[src/rtl/cfg_i2c_pkg.sv]
package cfg_i2c_pkg;

  localparam int CFG_BYTES = 3;

  typedef struct packed {
    logic [9:0] m;
    logic [2:0] na;
    logic [2:0] nb;
    logic       p;
    logic       byp;
  } cfg_t;

  localparam cfg_t CFG_DEFAULT = '{m: 10'd625, na: 3'd0, nb: 3'd0, p: 1'b1, byp: 1'b0};

  typedef enum logic [2:0] {
    ST_IDLE, ST_ADDR, ST_ADDR_ACK, ST_WR, ST_WR_ACK, ST_RD, ST_RD_ACK, ST_SKIP
  } bus_st_t;

  // byte view of the setting; indices past the file read as all ones
  function automatic logic [7:0] cfg_byte(input cfg_t c, input int idx);
    logic [7:0] b;
    case (idx)
      0:       b = c.m[9:2];
      1:       b = {c.m[1:0], c.na, c.nb};
      2:       b = {6'b0, c.p, c.byp};
      default: b = 8'hFF;
    endcase
    return b;
  endfunction

  // place one received byte into a setting, dropping unused bits
  function automatic cfg_t cfg_merge(input cfg_t c, input int idx, input logic [7:0] b);
    cfg_t r;
    r = c;
    case (idx)
      0: r.m[9:2] = b;
      1: begin
        r.m[1:0] = b[7:6];
        r.na     = b[5:3];
        r.nb     = b[2:0];
      end
      2: begin
        r.p   = b[1];
        r.byp = b[0];
      end
      default: r = c;
    endcase
    return r;
  endfunction

  function automatic logic addr_hit(input logic [7:0] rx, input logic [4:0] hi,
                                    input logic [1:0] strap);
    return rx[7:1] == {hi, strap};
  endfunction

endpackage

[src/rtl/i2c_line_sync.sv]
module i2c_line_sync #(
  parameter int STAGES = 2
) (
  input  logic clk,
  input  logic rst_n,
  input  logic scl_i,
  input  logic sda_i,
  output logic scl_s,
  output logic sda_s,
  output logic scl_rise,
  output logic scl_fall,
  output logic ev_start,
  output logic ev_stop
);
  logic [STAGES-1:0] scl_q, sda_q;
  logic              scl_d, sda_d;

  always_ff @(posedge clk or negedge rst_n) begin
    if (!rst_n) begin
      scl_q <= '1;
      sda_q <= '1;
      scl_d <= 1'b1;
      sda_d <= 1'b1;
    end else begin
      scl_q <= {scl_q[STAGES-2:0], scl_i};
      sda_q <= {sda_q[STAGES-2:0], sda_i};
      scl_d <= scl_q[STAGES-1];
      sda_d <= sda_q[STAGES-1];
    end
  end

  assign scl_s    = scl_q[STAGES-1];
  assign sda_s    = sda_q[STAGES-1];
  assign scl_rise = scl_s & ~scl_d;
  assign scl_fall = ~scl_s & scl_d;
  assign ev_start = scl_s & scl_d & sda_d & ~sda_s;
  assign ev_stop  = scl_s & scl_d & ~sda_d & sda_s;
endmodule

[src/rtl/i2c_burst_engine.sv]
module i2c_burst_engine
  import cfg_i2c_pkg::*;
#(
  parameter logic [4:0] ADDR_HI = 5'b10110,
  parameter int         NBYTES  = CFG_BYTES,
  localparam int        PW      = $clog2(NBYTES + 1)
) (
  input  logic          clk,
  input  logic          rst_n,
  input  logic          sda_s,
  input  logic          scl_rise,
  input  logic          scl_fall,
  input  logic          ev_start,
  input  logic          ev_stop,
  input  logic [1:0]    strap_adr,
  input  logic [7:0]    rd_byte,
  output logic [PW-1:0] rd_idx,
  output logic [PW-1:0] ptr,
  output logic          wr_en,
  output logic [7:0]    wr_data,
  output logic          commit,
  output logic          sda_oe
);
  bus_st_t     st;
  logic [3:0]  bitcnt;
  logic [7:0]  shreg, tx;
  logic        rw, host_nack;
  logic        byte_done, hit;
  logic [PW-1:0] ptr_nxt;

  assign byte_done = scl_fall && (bitcnt == 4'd8);
  assign hit       = addr_hit(shreg, ADDR_HI, strap_adr);
  assign ptr_nxt   = (int'(ptr) == NBYTES) ? ptr : ptr + 1'b1;
  assign rd_idx    = (st == ST_RD_ACK) ? ptr_nxt : ptr;
  assign wr_en     = (st == ST_WR) && byte_done && (int'(ptr) < NBYTES);
  assign wr_data   = shreg;
  assign commit    = ev_stop && !rw && (int'(ptr) == NBYTES);

  always_ff @(posedge clk or negedge rst_n) begin
    if (!rst_n) begin
      st        <= ST_IDLE;
      bitcnt    <= '0;
      shreg     <= '0;
      tx        <= '0;
      rw        <= 1'b0;
      host_nack <= 1'b1;
      ptr       <= '0;
      sda_oe    <= 1'b0;
    end else if (ev_start) begin
      st     <= ST_ADDR;
      bitcnt <= '0;
      ptr    <= '0;
      rw     <= 1'b0;
      sda_oe <= 1'b0;
    end else if (ev_stop) begin
      st     <= ST_IDLE;
      sda_oe <= 1'b0;
    end else begin
      unique case (st)
        ST_ADDR, ST_WR: begin
          if (scl_rise && bitcnt < 4'd8) begin
            shreg  <= {shreg[6:0], sda_s};
            bitcnt <= bitcnt + 4'd1;
          end else if (byte_done) begin
            if (st == ST_ADDR) begin
              if (hit) begin
                rw     <= shreg[0];
                sda_oe <= 1'b1;
                st     <= ST_ADDR_ACK;
              end else begin
                st <= ST_SKIP;
              end
            end else if (int'(ptr) < NBYTES) begin
              ptr    <= ptr + 1'b1;
              sda_oe <= 1'b1;
              st     <= ST_WR_ACK;
            end else begin
              st <= ST_SKIP;
            end
          end
        end
        ST_ADDR_ACK: if (scl_fall) begin
          bitcnt <= '0;
          if (rw) begin
            tx     <= rd_byte;
            sda_oe <= ~rd_byte[7];
            st     <= ST_RD;
          end else begin
            sda_oe <= 1'b0;
            st     <= ST_WR;
          end
        end
        ST_WR_ACK: if (scl_fall) begin
          sda_oe <= 1'b0;
          bitcnt <= '0;
          st     <= ST_WR;
        end
        ST_RD: if (scl_fall) begin
          if (bitcnt == 4'd7) begin
            sda_oe <= 1'b0;
            bitcnt <= '0;
            st     <= ST_RD_ACK;
          end else begin
            tx     <= {tx[6:0], 1'b0};
            sda_oe <= ~tx[6];
            bitcnt <= bitcnt + 4'd1;
          end
        end
        ST_RD_ACK: begin
          if (scl_rise) host_nack <= sda_s;
          else if (scl_fall) begin
            if (host_nack) st <= ST_SKIP;
            else begin
              ptr    <= ptr_nxt;
              tx     <= rd_byte;
              sda_oe <= ~rd_byte[7];
              st     <= ST_RD;
            end
          end
        end
        default: ;
      endcase
    end
  end
endmodule

[src/rtl/cfg_shadow_file.sv]
module cfg_shadow_file
  import cfg_i2c_pkg::*;
#(
  parameter int  NBYTES = CFG_BYTES,
  localparam int PW     = $clog2(NBYTES + 1)
) (
  input  logic          clk,
  input  logic          rst_n,
  input  logic          wr_en,
  input  logic [PW-1:0] wr_idx,
  input  logic [7:0]    wr_data,
  input  logic          commit,
  input  logic [PW-1:0] rd_idx,
  output logic [7:0]    rd_data,
  output cfg_t          active
);
  cfg_t shadow;

  always_ff @(posedge clk or negedge rst_n) begin
    if (!rst_n) begin
      shadow <= CFG_DEFAULT;
      active <= CFG_DEFAULT;
    end else begin
      if (wr_en)  shadow <= cfg_merge(shadow, int'(wr_idx), wr_data);
      if (commit) active <= shadow;
    end
  end

  assign rd_data = (int'(rd_idx) < NBYTES) ? cfg_byte(active, int'(rd_idx)) : 8'hFF;
endmodule

[src/rtl/cfg_i2c_target.sv]
module cfg_i2c_target
  import cfg_i2c_pkg::*;
#(
  parameter logic [4:0] ADDR_HI     = 5'b10110,
  parameter int         SYNC_STAGES = 2
) (
  input  logic       clk,
  input  logic       rst_n,
  input  logic       scl_i,
  input  logic       sda_i,
  output logic       sda_oe,
  input  logic [1:0] strap_adr,
  output logic [9:0] cfg_m,
  output logic [2:0] cfg_na,
  output logic [2:0] cfg_nb,
  output logic       cfg_p,
  output logic       cfg_bypass
);
  localparam int PW = $clog2(CFG_BYTES + 1);

  logic          scl_s, sda_s, scl_rise, scl_fall, ev_start, ev_stop;
  logic          wr_en, commit;
  logic [7:0]    wr_data, rd_byte;
  logic [PW-1:0] rd_idx, ptr;
  cfg_t          active;

  i2c_line_sync #(.STAGES(SYNC_STAGES)) u_sync (
    .clk(clk), .rst_n(rst_n), .scl_i(scl_i), .sda_i(sda_i),
    .scl_s(scl_s), .sda_s(sda_s), .scl_rise(scl_rise), .scl_fall(scl_fall),
    .ev_start(ev_start), .ev_stop(ev_stop)
  );

  i2c_burst_engine #(.ADDR_HI(ADDR_HI), .NBYTES(CFG_BYTES)) u_eng (
    .clk(clk), .rst_n(rst_n), .sda_s(sda_s), .scl_rise(scl_rise),
    .scl_fall(scl_fall), .ev_start(ev_start), .ev_stop(ev_stop),
    .strap_adr(strap_adr), .rd_byte(rd_byte), .rd_idx(rd_idx), .ptr(ptr),
    .wr_en(wr_en), .wr_data(wr_data), .commit(commit), .sda_oe(sda_oe)
  );

  cfg_shadow_file #(.NBYTES(CFG_BYTES)) u_regs (
    .clk(clk), .rst_n(rst_n), .wr_en(wr_en), .wr_idx(ptr), .wr_data(wr_data),
    .commit(commit), .rd_idx(rd_idx), .rd_data(rd_byte), .active(active)
  );

  assign cfg_m      = active.m;
  assign cfg_na     = active.na;
  assign cfg_nb     = active.nb;
  assign cfg_p      = active.p;
  assign cfg_bypass = active.byp;
endmodule

[config.mk]
export PLATFORM = sky130hd
export DESIGN_NAME = cfg_i2c_target
export DESIGN_NICKNAME = d
export VERILOG_FILES = /design/src/rtl/cfg_i2c_pkg.sv /design/src/rtl/i2c_line_sync.sv /design/src/rtl/i2c_burst_engine.sv /design/src/rtl/cfg_shadow_file.sv /design/src/rtl/cfg_i2c_target.sv
export SDC_FILE = /design/constraint.sdc
export NUM_CORES = 1
export LEC_CHECK = 0
export BUFFER_PORTS_ARGS = -buffer_cell sky130_fd_sc_hd__buf_2
export CELL_PAD_IN_SITES_DETAIL_PLACEMENT = 0
export CELL_PAD_IN_SITES_GLOBAL_PLACEMENT = 1
export CORE_ASPECT_RATIO = 0.5
export CORE_UTILIZATION = 48
export DETAILED_ROUTE_END_ITERATION = 12
export MAX_ROUTING_LAYER = met4
export PLACE_DENSITY_LB_ADDON = 0.1
export SYNTH_ARGS = -nofsm -noshare
export SYNTH_HDL_FRONTEND = slang
export SYNTH_SLANG_ARGS = --single-unit
[constraint.sdc]
create_clock -name clk -period 2.5 [get_ports clk]
set_clock_uncertainty 0.05 [all_clocks]
set_input_delay 0 -clock clk [delete_from_list [all_inputs] [get_ports clk]]
set_output_delay 0 -clock clk [all_outputs]
set_load 0.03 [all_outputs]
==> out/results.ini <==
[setup_path]
crit_fanout = 9
arrival_ns = 2.40
path_cells = inv_1 > ha_1 > nand4b_1 > a21boi_4 > mux2i_1 > a221oi_1 > mux2_2
reg2regPathDepth = 7
worstSetupStartpointType = flip-flop
required_ns = 2.67
crit_slowest_cell = dfrtp_1
cpLargestDelayFamily = multiplexers
cp_num_buf_inv = 1
regToRegEndpoint = u_eng.tx[0]
r2r-start = u_eng.ptr[1]
reg2reg_slack_ns = 0.27
criticalPathCategory = flip-flop to flip-flop
cp.depth = 7
slowest_delay_ns = 0.51
endpoint_kind = flip-flop

[die]
initial_core_util_pct = 50.7
die_h_um = 61.9
fp.dieW_um = 122
num_rows = 21
coreArea_mm2 = 0.00681
pin_count = 25
die_area_mm2 = 0.00755

[flow_run]
cap_violations = 0

[yosys]
ys_seq_area_share_pct = 50.7
synthFlopType = dfrtp_1
synth_edf_count = 0
synthCells = 294
synth-seq-cells = 69
yosysWarnings = 0
async_reset_ff_share_pct = 100
netlist_area_mm2 = 0.00345
syn_nets = 308
syn_area_per_cell_um2 = 11.7
synth_cell_types = 56

[min_path]
hold_depth = 5
hold_start = strap_adr[0]
hp-class = input pin to flip-flop
holdPathEnd = u_eng.st[2]

[power]
total_leakage_power_nw = 1.90
irDropWorstVdd_mv = 0.534
p_per_area_mw_per_mm2 = 684

[grt]
grt_max_degree = 70
overflow = 0
antenna_found_initial = 0
grt_pass1_wl_um = 12400
grt_pass1_vias = 2301
grt_usage_pct = 23.6

[sta]
hold_viol_final = 0
period_needed_ns = 2.23
setup-tns-final_ns = 0
setup_viol = 0
worst_pin_slew_ns = 0.866
maxSlewViolCount = 0
slew-limit-headroom_pct = 42.2
fmax_mhz = 448
post-route-period-util_pct = 89.3
grt_setup_unrepaired = false

[drt]
drt_iter0_markers = 175
detail-route-antenna-nets = 0
vias_per_cell = 5.74
num_vias = 2447
avgRoutedWirePerCell_um = 17.9
routed_wl_um = 7650
dr.pass1.iters = 4
drc = 0

[status]
outcome = completed

[layout]
fin_nets = 343
fin_util_pct = 58.7
nFillCells = 573
areaGrowthSynthToFinish_pct = 15.7
final_area_mm2 = 0.00399
n_antenna_cell = 0
drive_gt1_share_pct = 35.9

[cts]
cts_tree = built
clockRootBuffer = clkbuf_16
clkTransAtPathRegs_ns = 0.06
cts_setup_buffers = 0
cts.path.max_buffers = 2
clk-insertion-delay-late_ns = 0.34
htreeDepth = 3
cts_made_buffers = 9
cts_sinks = 69

[place]
place.gp.congestion = 0.915
placed_area_mm2 = 0.00368
io_buffers = 24
dp_hpwl_um = 5220

worst min-delay path, stage by stage:
cell	delay (ns)
buf_2	0.08
xnor2_1	0.07
nand4_1	0.22
o21ai_0	0.12
nor2_1	0.08
cells by family (layout without fill, tap and decap cells):
group / Yosys count / after routing / synth area share [%]
AND/OR/NAND/NOR: 86 / 86 / 15.0
multiplexers: 54 / 54 / 17.3
AO/OA/AOI/OAI: 54 / 54 / 10.6
XOR/XNOR: 4 / 4 / 1.02
adder cells (fa/ha/maj): 8 / 8 / 2.90
buffers and inverters: 19 / 59 / 2.43
flip-flops: 69 / 69 / 50.7
report_power, final:
part	switching, W	leakage [nW]	internal [W]
Combinational	0.000122	0.877	0.000129
Clock	0.000478	0.136	0.000699
Sequential	0.000121	0.889	0.00118
Total	0.000721	1.90	0.00201
synthesized netlist by cell type (5+ instances only):
cell / number / area (um2)
dfrtp_1: 50 / 1250
mux2_2: 46 / 518
nand2_1: 21 / 78.8
dfstp_2: 19 / 499
o21ai_0: 16 / 80.1
inv_1: 10 / 37.5
nor2_1: 10 / 37.5
nand2b_1: 9 / 56.3
ha_1: 8 / 100
mux2i_1: 8 / 80.1
nor2b_1: 8 / 50.1
a21oi_1: 7 / 35.0
buf_2: 6 / 30.0
nor3_1: 6 / 30.0
o22ai_1: 6 / 37.5
o211ai_1: 5 / 37.5
registers in the layout, indices dropped and copies added, names as in the netlist:
signal / flops
u_eng.wr_data: 8
u_regs.active: 18
u_sync.sda_d: 1
u_eng.ptr: 2
u_sync.scl_q: 2
u_eng.rw: 1
u_sync.scl_d: 1
u_eng.host_nack: 1
u_eng.tx: 7
u_eng.sda_oe: 1
u_eng.bitcnt: 4
u_regs.shadow: 18
u_eng.st: 3
u_sync.sda_q: 2
cells in the final DEF, fill, tap and decap left out, types with 5 or more instances in the layout:
master and n:
dfrtp_1 50, mux2_2 46, buf_2 24, nand2_1 21, dfstp_2 19, o21ai_0 16
inv_1 10, nor2_1 10, nand2b_1 9, clkbuf_16 9, nor2b_1 8, mux2i_1 8
ha_1 8, a21oi_1 7, nor3_1 6, o22ai_1 6, buf_4 6, o211ai_1 5
layout make-up:
type / instances / area [um2] / share of cell area (%)
flip-flops and latches: 69 / 1750 / 43.9
multi-input cells: 206 / 1620 / 40.5
clock buffers: 11 / 243 / 6.08
repair buffers: 33 / 195 / 4.89
well taps: 92 / 115 / 2.88
inverters: 10 / 37.5 / 0.940
clock inverters: 5 / 35.0 / 0.878
how the worst max path moves through the flow:
stage,startpoint,endpoint,slack (ns)
floorplan,u_eng.ptr[1],u_eng.tx[0],0.64
global placement,u_eng.ptr[1],u_eng.tx[0],0.24
detailed placement,u_eng.ptr[1],u_eng.tx[0],0.25
CTS,u_eng.ptr[1],u_eng.tx[0],0.25
global route,u_eng.ptr[0],u_eng.tx[1],0.09
finish,u_eng.ptr[1],u_eng.tx[0],0.27
repair_timing:
item	in CTS	in global routing
hold buffers	3	0
hold endpoints to repair	52	0
gates resized for setup	0	0
metal layers:
metal / global-route usage [%] / part of all wire [%]
met1: 29.8 / 47
met2: 36.1 / 45
met4: 8.47 / 1.5
met5: - / 0
met3: 7.48 / 6.6
through the flow:
stage / hold slack, ns / power (W) / cells / setup WS, ns
global placement: 0.0544 / 0.00156 / 407 / 0.242
CTS: 0.225 / 0.00276 / 426 / 0.251
detailed placement: 0.0564 / 0.00157 / 407 / 0.248
floorplan: -0.346 / 0.00147 / 294 / 0.637
finish: 0.236 / 0.00273 / 426 / 0.267
global route: 0.286 / 0.00285 / 426 / 0.0908
Power figures use the tool's default switching activity.
